==> src/rtl/sbx_pkg.sv <==
package sbx_pkg;
  typedef enum logic [1:0] {H_IDLE, H_HI, H_LO, H_FILL} host_st_e;

  function automatic logic is_host(input logic [2:0] code);
    return (code == 3'd2) || (code == 3'd3);
  endfunction

  function automatic logic is_dma(input logic [2:0] code);
    return (code == 3'd4) || (code == 3'd5) || (code == 3'd7);
  endfunction
endpackage

==> src/rtl/sbx_counters.sv <==
module sbx_counters #(
  parameter int CNT_W = 12,
  parameter int GROUP = 8
) (
  input  logic             clk_i,
  input  logic             rst_ni,
  input  logic             addr_ld_i,
  input  logic [15:0]      addr_val_i,
  input  logic             cnt_ld_i,
  input  logic [CNT_W-1:0] cnt_val_i,
  input  logic             word_step_i,
  input  logic             byte_step_i,
  input  logic             grp_debit_i,
  input  logic             force_end_i,
  output logic [15:0]      addr_o,
  output logic [15:0]      cnt_o,
  output logic             word_last_o
);
  localparam logic [15:0] GROUP_W = 16'(GROUP);

  logic [15:0] addr_q, cnt_q, cnt_dec2;

  assign cnt_dec2    = cnt_q - 16'd2;
  assign word_last_o = cnt_dec2[15];
  assign addr_o      = addr_q;
  assign cnt_o       = cnt_q;

  always_ff @(posedge clk_i or negedge rst_ni) begin
    if (!rst_ni) begin
      addr_q <= '0;
    end else if (addr_ld_i) begin
      addr_q <= addr_val_i;
    end else if (word_step_i) begin
      addr_q <= addr_q + 16'd2;
    end else if (byte_step_i) begin
      addr_q <= addr_q + 16'd1;
    end
  end

  always_ff @(posedge clk_i or negedge rst_ni) begin
    if (!rst_ni) begin
      cnt_q <= '0;
    end else if (force_end_i) begin
      cnt_q <= 16'hFFFF;
    end else if (cnt_ld_i) begin
      cnt_q <= 16'(cnt_val_i);
    end else if (word_step_i) begin
      cnt_q <= cnt_dec2;
    end else if (grp_debit_i) begin
      cnt_q <= cnt_q - GROUP_W;
    end
  end
endmodule

==> src/rtl/sbx_host_fetch.sv <==
module sbx_host_fetch
  import sbx_pkg::*;
#(
  parameter int BUF_AW = 14
) (
  input  logic              clk_i,
  input  logic              rst_ni,
  input  logic              kick_i,
  input  logic              active_i,
  input  logic              start_i,
  input  logic              end_i,
  input  logic              rd_i,
  input  logic [15:0]       addr_i,
  input  logic [7:0]        buf_rdata_i,
  output logic              buf_rd_o,
  output logic [BUF_AW-1:0] buf_addr_o,
  output logic              fill_o,
  output logic [15:0]       data_o,
  output logic              ready_o
);
  host_st_e    st_q;
  logic [7:0]  hi_q;
  logic [15:0] data_q;
  logic        ready_q, pend_q;
  logic        strobe;

  assign strobe     = rd_i || pend_q;
  assign buf_rd_o   = active_i && ((st_q == H_HI) || (st_q == H_LO));
  assign buf_addr_o = {addr_i[BUF_AW-1:1], (st_q == H_LO)};
  assign fill_o     = active_i && (st_q == H_FILL);
  assign data_o     = data_q;
  assign ready_o    = ready_q;

  always_ff @(posedge clk_i or negedge rst_ni) begin
    if (!rst_ni) begin
      st_q    <= H_IDLE;
      hi_q    <= '0;
      data_q  <= '0;
      ready_q <= 1'b0;
      pend_q  <= 1'b0;
    end else begin
      if (start_i) ready_q <= 1'b0;
      case (st_q)
        H_IDLE: begin
          if (kick_i) begin
            st_q <= H_HI;
          end else if (strobe) begin
            pend_q <= 1'b0;
            if (end_i)         ready_q <= 1'b0;
            else if (active_i) st_q    <= H_HI;
          end
        end
        H_HI: begin
          if (!active_i) begin
            st_q   <= H_IDLE;
            pend_q <= 1'b0;
          end else begin
            st_q <= H_LO;
            if (rd_i) pend_q <= 1'b1;
          end
        end
        H_LO: begin
          if (!active_i) begin
            st_q   <= H_IDLE;
            pend_q <= 1'b0;
          end else begin
            hi_q <= buf_rdata_i;
            st_q <= H_FILL;
            if (rd_i) pend_q <= 1'b1;
          end
        end
        default: begin
          st_q <= H_IDLE;
          if (!active_i) begin
            pend_q <= 1'b0;
          end else begin
            data_q  <= {hi_q, buf_rdata_i};
            ready_q <= 1'b1;
            if (rd_i) pend_q <= 1'b1;
          end
        end
      endcase
    end
  end
endmodule

==> src/rtl/sbx_dma_pace.sv <==
module sbx_dma_pace #(
  parameter int BYTE_CLKS = 16,
  parameter int GROUP     = 8
) (
  input  logic        clk_i,
  input  logic        rst_ni,
  input  logic        run_i,
  input  logic        hold_i,
  input  logic [15:0] cnt_i,
  output logic        rd_o,
  output logic        debit_o,
  output logic        done_o,
  output logic        wr_o
);
  localparam int PERIOD = BYTE_CLKS * GROUP;
  localparam int PACE_W = $clog2(PERIOD);
  localparam int LEFT_W = $clog2(GROUP + 1);
  localparam logic [PACE_W-1:0] PACE_TOP = PACE_W'(PERIOD - 1);
  localparam logic [15:0]       GROUP_W  = 16'(GROUP);

  logic [PACE_W-1:0] pace_q;
  logic [LEFT_W-1:0] left_q, grp_len;
  logic              final_q, wr_q;
  logic              last_grp, go, issue;

  always_comb begin
    last_grp = cnt_i[15] || (cnt_i < GROUP_W);
    if (cnt_i[15])     grp_len = '0;
    else if (last_grp) grp_len = LEFT_W'(cnt_i) + LEFT_W'(1);
    else               grp_len = LEFT_W'(GROUP);
    go    = run_i && !hold_i && (pace_q == PACE_TOP) && (left_q == '0) && !final_q;
    issue = run_i && !hold_i && (left_q != '0);
  end

  assign rd_o    = issue;
  assign debit_o = go && !last_grp;
  assign wr_o    = wr_q;
  assign done_o  = run_i && ((final_q && wr_q && (left_q == '0)) ||
                             (go && last_grp && (grp_len == '0)));

  always_ff @(posedge clk_i or negedge rst_ni) begin
    if (!rst_ni) begin
      pace_q  <= '0;
      left_q  <= '0;
      final_q <= 1'b0;
      wr_q    <= 1'b0;
    end else if (!run_i) begin
      pace_q  <= '0;
      left_q  <= '0;
      final_q <= 1'b0;
      wr_q    <= 1'b0;
    end else begin
      wr_q <= issue;
      if (!hold_i) begin
        if (pace_q != PACE_TOP) pace_q <= pace_q + PACE_W'(1);
        else if (go)            pace_q <= '0;
      end
      if (go) begin
        left_q  <= grp_len;
        final_q <= last_grp;
      end else if (issue) begin
        left_q <= left_q - LEFT_W'(1);
      end
    end
  end
endmodule

==> src/rtl/sbuf_xfer.sv <==
module sbuf_xfer
  import sbx_pkg::*;
#(
  parameter int BUF_AW    = 14,
  parameter int CNT_W     = 12,
  parameter int BYTE_CLKS = 16,
  parameter int GROUP     = 8
) (
  input  logic              clk_i,
  input  logic              rst_ni,
  input  logic              out_en_i,
  input  logic [2:0]        dest_i,
  input  logic              dst_owned_i,
  input  logic              addr_ld_i,
  input  logic [15:0]       addr_val_i,
  input  logic              cnt_ld_i,
  input  logic [CNT_W-1:0]  cnt_val_i,
  input  logic              trig_i,
  input  logic              end_ack_i,
  input  logic              end_ie_i,
  input  logic              host_rd_i,
  output logic [15:0]       host_data_o,
  output logic              data_rdy_o,
  output logic              end_o,
  output logic              buf_rd_o,
  output logic [BUF_AW-1:0] buf_addr_o,
  input  logic [7:0]        buf_rdata_i,
  output logic              dma_wr_o,
  output logic [7:0]        dma_data_o,
  output logic [2:0]        dma_dest_o,
  output logic              busy_no,
  output logic              xen_no,
  output logic              tend_no,
  output logic              irq_o,
  output logic [15:0]       addr_o,
  output logic [15:0]       cnt_o
);
  logic       idle_q, end_q, tend_nq;
  logic [2:0] dest_q;
  logic       start, abort, finish, host_act, dma_run;
  logic       h_rd, h_fill, word_last;
  logic       d_rd, d_debit, d_done;
  logic [BUF_AW-1:0] h_addr;

  assign start    = trig_i && out_en_i && idle_q;
  assign abort    = !idle_q && !out_en_i;
  assign host_act = !idle_q && out_en_i && is_host(dest_q);
  assign dma_run  = !idle_q && out_en_i && is_dma(dest_q);
  assign finish   = (h_fill && word_last) || d_done;

  always_ff @(posedge clk_i or negedge rst_ni) begin
    if (!rst_ni) begin
      idle_q <= 1'b1;
      end_q  <= 1'b0;
      dest_q <= '0;
    end else if (start) begin
      idle_q <= 1'b0;
      end_q  <= 1'b0;
      dest_q <= dest_i;
    end else if (abort) begin
      idle_q <= 1'b1;
    end else if (finish) begin
      idle_q <= 1'b1;
      end_q  <= 1'b1;
    end
  end

  // transfer-end flag is only released by an explicit acknowledge
  always_ff @(posedge clk_i or negedge rst_ni) begin
    if (!rst_ni)                 tend_nq <= 1'b1;
    else if (finish && !abort)   tend_nq <= 1'b0;
    else if (end_ack_i)          tend_nq <= 1'b1;
  end

  sbx_counters #(.CNT_W(CNT_W), .GROUP(GROUP)) u_cnt (
    .clk_i       (clk_i),
    .rst_ni      (rst_ni),
    .addr_ld_i   (addr_ld_i),
    .addr_val_i  (addr_val_i),
    .cnt_ld_i    (cnt_ld_i),
    .cnt_val_i   (cnt_val_i),
    .word_step_i (h_fill),
    .byte_step_i (d_rd),
    .grp_debit_i (d_debit),
    .force_end_i (finish && !abort),
    .addr_o      (addr_o),
    .cnt_o       (cnt_o),
    .word_last_o (word_last)
  );

  sbx_host_fetch #(.BUF_AW(BUF_AW)) u_host (
    .clk_i       (clk_i),
    .rst_ni      (rst_ni),
    .kick_i      (start && is_host(dest_i)),
    .active_i    (host_act),
    .start_i     (start),
    .end_i       (end_q),
    .rd_i        (host_rd_i),
    .addr_i      (addr_o),
    .buf_rdata_i (buf_rdata_i),
    .buf_rd_o    (h_rd),
    .buf_addr_o  (h_addr),
    .fill_o      (h_fill),
    .data_o      (host_data_o),
    .ready_o     (data_rdy_o)
  );

  sbx_dma_pace #(.BYTE_CLKS(BYTE_CLKS), .GROUP(GROUP)) u_dma (
    .clk_i   (clk_i),
    .rst_ni  (rst_ni),
    .run_i   (dma_run),
    .hold_i  (dst_owned_i),
    .cnt_i   (cnt_o),
    .rd_o    (d_rd),
    .debit_o (d_debit),
    .done_o  (d_done),
    .wr_o    (dma_wr_o)
  );

  assign buf_rd_o   = h_rd || d_rd;
  assign buf_addr_o = d_rd ? addr_o[BUF_AW-1:0] : h_addr;
  assign dma_data_o = buf_rdata_i;
  assign dma_dest_o = dest_q;
  assign end_o      = end_q;
  assign busy_no    = idle_q;
  assign xen_no     = idle_q;
  assign tend_no    = tend_nq;
  assign irq_o      = !tend_nq && end_ie_i;
endmodule

==> config.mk <==
export PLATFORM = sky130hd
export DESIGN_NAME = sbuf_xfer
export DESIGN_NICKNAME = d
export VERILOG_FILES = /design/src/rtl/sbx_pkg.sv /design/src/rtl/sbx_counters.sv /design/src/rtl/sbx_host_fetch.sv /design/src/rtl/sbx_dma_pace.sv /design/src/rtl/sbuf_xfer.sv
export SDC_FILE = /design/constraint.sdc
export NUM_CORES = 1
export LEC_CHECK = 0
export ABC_AREA = 1
export BUFFER_PORTS_ARGS = -buffer_cell sky130_fd_sc_hd__buf_2
export CAP_MARGIN = 10
export CELL_PAD_IN_SITES_DETAIL_PLACEMENT = 0
export CELL_PAD_IN_SITES_GLOBAL_PLACEMENT = 1
export CORE_MARGIN = 8
export CORE_UTILIZATION = 38
export CTS_BUF_LIST = sky130_fd_sc_hd__clkbuf_16
export DETAILED_ROUTE_END_ITERATION = 10
export HOLD_SLACK_MARGIN = 0.08
export PLACE_DENSITY_LB_ADDON = 0.2
export SLEW_MARGIN = 40
export SYNTH_ARGS = -nofsm -noshare
export SYNTH_HDL_FRONTEND = slang
export SYNTH_SLANG_ARGS = --single-unit
==> constraint.sdc <==
create_clock -name clk_i -period 2.1 [get_ports clk_i]
set_input_delay 0.105 -clock clk_i [delete_from_list [all_inputs] [get_ports clk_i]]
set_output_delay 0.105 -clock clk_i [all_outputs]
set_load 0.01 [all_outputs]
After elaboration in Yosys (flattened, before gate mapping)
Cells that the tools add are included.
Word-level totals
  register bits: 79
  input bits: 49
  output and inout bits: 81
  word-level logic and storage cells: 149
Cells by class
  eq/ne operators: 23
  bitwise gates (word level): 1
  reductions and logical operators: 57
  $lt $le $gt $ge: 1
  mux-type cells: 45
  add/sub/neg operators: 7
Operator list (count)
  $mux W16: 7
  $mux W7: 4
  $logic_and A1 B1 Y1: 23
  $mux W1: 21
  $mux W4: 5
  $add A16 B1 Y16 const B: 1
  $add A16 B2 Y16 const B: 1
  $lt A16 B4 Y1 const B: 1
  $sub A16 B2 Y16 const B: 1
  $sub A16 B4 Y16 const B: 1
  $eq A3 B2 Y1 const B: 4
  $mux W2: 6
  $logic_or A1 B1 Y1: 10
  $eq A3 B3 Y1 const B: 3
  $ne A3 B3 Y1 const B: 3
  $logic_not A4 Y1: 2
  $ne A2 B2 Y1 const B: 4
  $reduce_and A2 Y1: 4
  $reduce_bool A4 Y1: 2
  $add A7 B1 Y7 const B: 1
  $eq A7 B7 Y1 const B: 1
  $logic_not A1 Y1: 7
  $ne A7 B7 Y1 const B: 1
  $ne A3 B1 Y1 const B: 2
  other kinds (15): 19

Longest topological paths before layout
  word-level depth: 16
  mapped depth: 15
  depth with buffers taken out: 14

Modules after synthesis
From an unflattened synthesis, not the netlist that was laid out.
Unflattened totals
  cells, all modules: 744
  area total of the unflattened synthesis: 5277.6 µm²
By module, submodules not included
  sbx_counters: sequential area each 800.8 µm², times used 1, area an instance 2378.5 µm², cells an instance 366
  sbx_host_fetch: sequential area each 700.7 µm², times used 1, area an instance 1396.3 µm², cells an instance 152
  sbx_dma_pace: sequential area each 325.3 µm², times used 1, area an instance 969.7 µm², cells an instance 133
  sbuf_xfer: sequential area each 152.6 µm², times used 1, area an instance 533.0 µm², cells an instance 93

Worst setup path before layout
Ideal clock, no wire load.
  kind: register to register
  start point: register u_dma.left_q[0]
  end point: register u_cnt.cnt_q[13], in the netlist u_cnt.cnt_o[13]
  data required time: 1.984 ns
  cell stages (with the launch flop): 11
  path buffers: 1
  setup time: 0.116 ns
  slack: 0.385 ns
  arrival time: 1.599 ns
  clock period less this slack: 1.715 ns
  cells stage by stage: dfrtp_1 -> inv_1 -> ha_1 -> nand3_2 -> nor2_1 -> nand3_4 -> o21bai_4 -> buf_4 -> o21ai_0 -> nand2_1 -> nand2_2
Between the ends
  cells in the longest elaborated chain, start to end: 10
  elaborated cells between the ends (all ways): 13
  classes of those cells: mux: 1; reduce/logical: 12
RTL lines
  from (decl): RTL line sbx_dma_pace.sv:22  | logic [LEFT_W-1:0] left_q, grp_len;
  from (signal assigned): RTL line sbx_dma_pace.sv:59  | left_q <= grp_len;
  from (signal assigned): RTL line sbx_dma_pace.sv:62  | left_q <= left_q - LEFT_W'(1);
  $logic_not A4 Y1 *: RTL line sbx_dma_pace.sv:31, sbx_dma_pace.sv:38
  $logic_and A1 B1 Y1 (2 in series): RTL line sbx_dma_pace.sv:31  | go = run_i && !hold_i && (pace_q == PACE_TOP) && (left_q == '0) && !final_q;
  $logic_and A1 B1 Y1 (2 in series): RTL line sbx_dma_pace.sv:39  | (go && last_grp && (grp_len == '0)));
  $logic_or A1 B1 Y1: RTL line sbx_dma_pace.sv:38  | assign done_o = run_i && ((final_q && wr_q && (left_q == '0)) ||
  $logic_and A1 B1 Y1: RTL line sbx_dma_pace.sv:38
  $logic_or A1 B1 Y1: RTL line sbuf_xfer.sv:49  | assign finish = (h_fill && word_last) || d_done;
  $logic_and A1 B1 Y1: RTL line sbuf_xfer.sv:85  | .force_end_i (finish && !abort),
  $reduce_bool A4 Y1 (no line) or $mux W16 (tied branches)
  to (signal assigned): RTL line sbx_counters.sv:46  | cnt_q <= 16'(cnt_val_i);
  to (signal assigned): RTL line sbx_counters.sv:48  | cnt_q <= cnt_dec2;
  to (signal assigned): RTL line sbx_counters.sv:50  | cnt_q <= cnt_q - GROUP_W;
  to (decl): RTL line sbx_counters.sv:21  | logic [15:0] addr_q, cnt_q, cnt_dec2;
Mark *: on every way between the ends. The rest lies on a longest branch, timed or not.
A chain may end at the register's enable or synchronous reset.

Worst setup path in the final report
  start point: register u_cnt.cnt_q[3], in the netlist u_cnt.cnt_o[3]
  end point: register u_cnt.cnt_q[0], in the netlist u_cnt.cnt_o[0]
Between the ends
  cells in the longest elaborated chain, start to end: 11
  elaborated cells between the ends (all ways): 18
  classes of those cells: add/sub: 2; order compare: 1; mux: 3; reduce/logical: 12
RTL lines
  $lt A16 B4 Y1: RTL line sbx_dma_pace.sv:27  | last_grp = cnt_i[15] || (cnt_i < GROUP_W);
  $logic_or A1 B1 Y1: RTL line sbx_dma_pace.sv:27
  $mux W4: RTL line sbx_dma_pace.sv:29  | else if (last_grp) grp_len = LEFT_W'(cnt_i) + LEFT_W'(1);
  $mux W4: RTL line sbx_dma_pace.sv:28  | if (cnt_i[15]) grp_len = '0;
  $logic_not A4 Y1: RTL line sbx_dma_pace.sv:39
  $logic_and A1 B1 Y1: RTL line sbx_dma_pace.sv:39
  $logic_or A1 B1 Y1: RTL line sbx_dma_pace.sv:38
  $logic_and A1 B1 Y1: RTL line sbx_dma_pace.sv:38
  $logic_or A1 B1 Y1: RTL line sbuf_xfer.sv:49
  $logic_and A1 B1 Y1: RTL line sbuf_xfer.sv:85
  $reduce_bool A4 Y1 (no line) or $mux W16 (tied branches)
Parallel ways exist; a longest one is shown, timed or not.

==> run metrics <==
placement-stage cell area=between 5000 and 6000 um^2; Critical Path Fanout Max=16; number of distinct library cell variants in the gate-level netlist after synthesis=43; endpoints failing setup=0; Critical Path AT=~2200 ps; origin of the critical flop-to-flop path=u_cnt.cnt_o[3]$_DFFE_PN0P_; slew margin rel.=slightly below 70%; total clock sinks=between 70 and 80; Die ar.=approximately 17000 um^2; Top FF cell, synth=dfrtp_1; Setup Total Neg Slack=0 ps; gpl congestion=~0.86; worst hold stages=5; antenna violations before repair=0; maximum number of pins on one net before global-route repair=50; Reg-to-Reg End=u_cnt.cnt_o[0]$_DFFE_PN0P_; I/O Buffers=129; result of the run=completed; Initial Utilization=roughly two fifths; maximum clock frequency=about 510 MHz; WHS=~93 ps; grt total ovfl=0; Post-synth EDFFs=0; number of H-tree levels=3; net count after synthesis=roughly 750; data required time of the worst path=2330 ps; number of inserted filler cells in the final layout=about 1300; startpoint of the worst hold path=addr_val_i[14]; ant diodes=0; fraction of registers with async set or reset after synthesis=100%; Cell Rows=42; buffer levels on the longest clock path=2; wire length per cell after detailed routing=between 10 and 15 um; Vert. Die Dim=132 um; Final Max Slew Viols=0; max-cap violations=0; R2R setup slack=150 ps; type of the most critical hold path=primary input to flip-flop; sequential cell area fraction in the yosys report=about two fifths; maximum VDD drop=0.000401 V; clock slew seen by the registers of the worst setup and hold paths=roughly 70 ps; crit start category=flip-flop; Setup crit end kind=flip-flop; final routed DRC violation total=0; Hold Crit Endpoint=u_cnt.addr_o[14]$_DFFE_PN0P_; total iterations of the first detailed-routing run=5; latest clock arrival within the worst-skew pair=350 ps; cell count after synthesis=684; share of final-layout standard cells stronger than drive strength 1=24.7%; number of cells on the worst reg-to-reg path=9; hpwl dp=roughly 11 mm; die width=between 100 and 150 um; critical path launch point=u_cnt.cnt_o[3]$_DFFE_PN0P_; number of vias per cell=approximately 4.8; # placed instances=~970; Detailed Route WL=~15 mm; ratio of final minimum period to clock period=92.7%; Multi-input gate area=2510 um^2; number of global-route vias before repair=4985; CTS tree=done; starting DRC count in detailed routing=between 200 and 300; Root Driver=clkbuf_16; number of warning messages in the yosys log=0; area taken by flip-flops and latches=1980 um^2; post-synthesis to final-layout area growth=26.7%; final instance area=6420 um^2; vias after detailed routing=about 4900; type of the worst setup path=flip-flop to flip-flop; global-route wire length before repair=about 24 mm; # IOs=130; final instance count without filler cells=1010; final critical path time including I/O delays and setup=about 1900 ps; final number of hold-violating endpoints=0; number of buffers created by CTS=9; GR Util All Layers=between 10% and 20%; standard cell core area=13100 um^2; post-synthesis instance area=5070 um^2; Tightest Pin Transition=approximately 490 ps; nets@finish=between 800 and 900; areal power density over the cells=between 700 and 800 nW/um^2; antenna violation net count after detailed routing=0; total of flip-flops plus latches after synthesis=79; syn avg cell area=around 7.4 um^2; P_leak=~3.3 nW; worst clock skew=between 6 and 7 ps
[through the flow]
stage / power [mW] / util, % / setup slack, ps
after floorplan: 2.48 / - / 385
after global placement: 2.82 / 44.1 / 172
after detailed placement: 2.85 / 44.1 / 89.1
after CTS: 4.68 / 48.7 / 68.6
after global routing: 4.90 / 48.9 / -0.127
final: 4.63 / 48.9 / 154
[critical path, cell delays in order (launching register included)]
cell and delay [ps]:
dfrtp_1 470, inv_2 140, ha_1 250, nand2_1 120, nor2_1 210, nand4_1 130
nand3_2 140, nand2_4 80, inv_6 160, o21ai_0 110
[per-layer routing]
layer / global-route usage [%] / vias up / part of all wire, %
li1: - / 2458 / -
met1: 21.3 / 2258 / 47
met2: 27.8 / 138 / 46
met3: 4.00 / 17 / 5.5
met4: 6.83 / 0 / 1.5
met5: 0 / - / 0
[cell families after synthesis]
kind of cell    count (synthesis)  synth area share [%]
flops                          79                  39.0
xor+xnor                       25                  4.32
compound gates                101                  11.3
fa+ha+maj                      14                  3.46
simple gates                  343                  30.4
buf+inv                       122                  11.5
[timing repair]
| action | in CTS | in global routing |
|---|---|---|
| resized for setup | 0 | 1 |
| endpoints found under the setup margin | 0 | 13 |
| hold endpoints to repair | 65 | 0 |
| buffers inserted | 0 | 1 |
| hold buffers | 28 | 0 |
[layout make-up]
cell class / count / area share, %
Clock inverter: 7 / 1.62
Sequential cell: 79 / 30.8
Tap cell: 176 / 3.43
Clock buffer: 9 / 3.51
Multi-Input combinational cell: 483 / 39.0
Timing Repair Buffer: 172 / 16.6
Inverter: 84 / 4.99
[report_power, final]
group | internal [mW] | switching (mW) | leakage, nW
sequential | 1.65 | 0.158 | 1.02
clock | 1.06 | 0.715 | 0.155
combinational | 0.426 | 0.623 | 2.17
total | 3.13 | 1.50 | 3.34
[state kept, by name (all words and copies together) (netlist names)]
register        count
u_dma.final_q       1
dma_dest_o          3
u_cnt.addr_o       16
u_host.ready_o      1
u_dma.pace_q        7
u_host.hi_q         8
u_host.data_o      16
u_host.st_q         2
u_host.pend_q       1
end_o               1
u_dma.wr_o          1
u_dma.left_q        4
tend_no             1
u_cnt.cnt_o        16
busy_no             1
[synth_stat cells (2+ instances only)]
cell	number	share of area, %
nor2_4	4	0.89
o21ai_1	3	0.30
nand3_1	52	5.1
o31ai_1	2	0.30
nand4_1	7	0.86
o22ai_1	9	1.1
dfrtp_1	77	38
a21oi_1	12	1.2
o21ai_0	60	5.9
xnor2_1	5	0.86
nand3b_1	2	0.30
a31oi_1	2	0.25
xor2_1	20	3.5
ha_1	14	3.5
clkbuf_1	8	0.59
inv_2	6	0.44
nor3_1	7	0.69
buf_2	4	0.39
nand3_4	2	0.69
buf_6	2	0.44
nand3_2	3	0.59
nor2_1	70	5.2
nand2_2	19	2.3
buf_4	23	3.4
nor2_2	6	0.74
inv_1	76	5.6
nand2_1	167	12
dfstp_2	2	1.0
o211ai_1	6	0.89
[worst max-delay path by stage]
stage | to | slack (ps) | cells past startpoint
after global placement | u_cnt.cnt_o[0]$_DFFE_PN0P_ | 170 | 9
final | u_cnt.cnt_o[0]$_DFFE_PN0P_ | 150 | 9
after detailed placement | u_cnt.cnt_o[13]$_DFFE_PN0P_ | 90 | 9
after CTS | u_cnt.cnt_o[13]$_DFFE_PN0P_ | 70 | 9
after floorplan | u_cnt.cnt_o[13]$_DFFE_PN0P_ | 380 | 10
after global routing | u_cnt.cnt_o[0]$_DFFE_PN0P_ | -0.1 | 12
[placed cells by master (no fill, tap or decap), drive strengths merged, types with 14 or more instances in the layout]
cell         count
buf            144
dfrtp           77
dlygate4sd3     28
ha              14
inv             86
nand2          187
nand3           57
nor2            80
o21ai           63
xor2            20
Note: power is estimated with default switching activity, not from simulation.
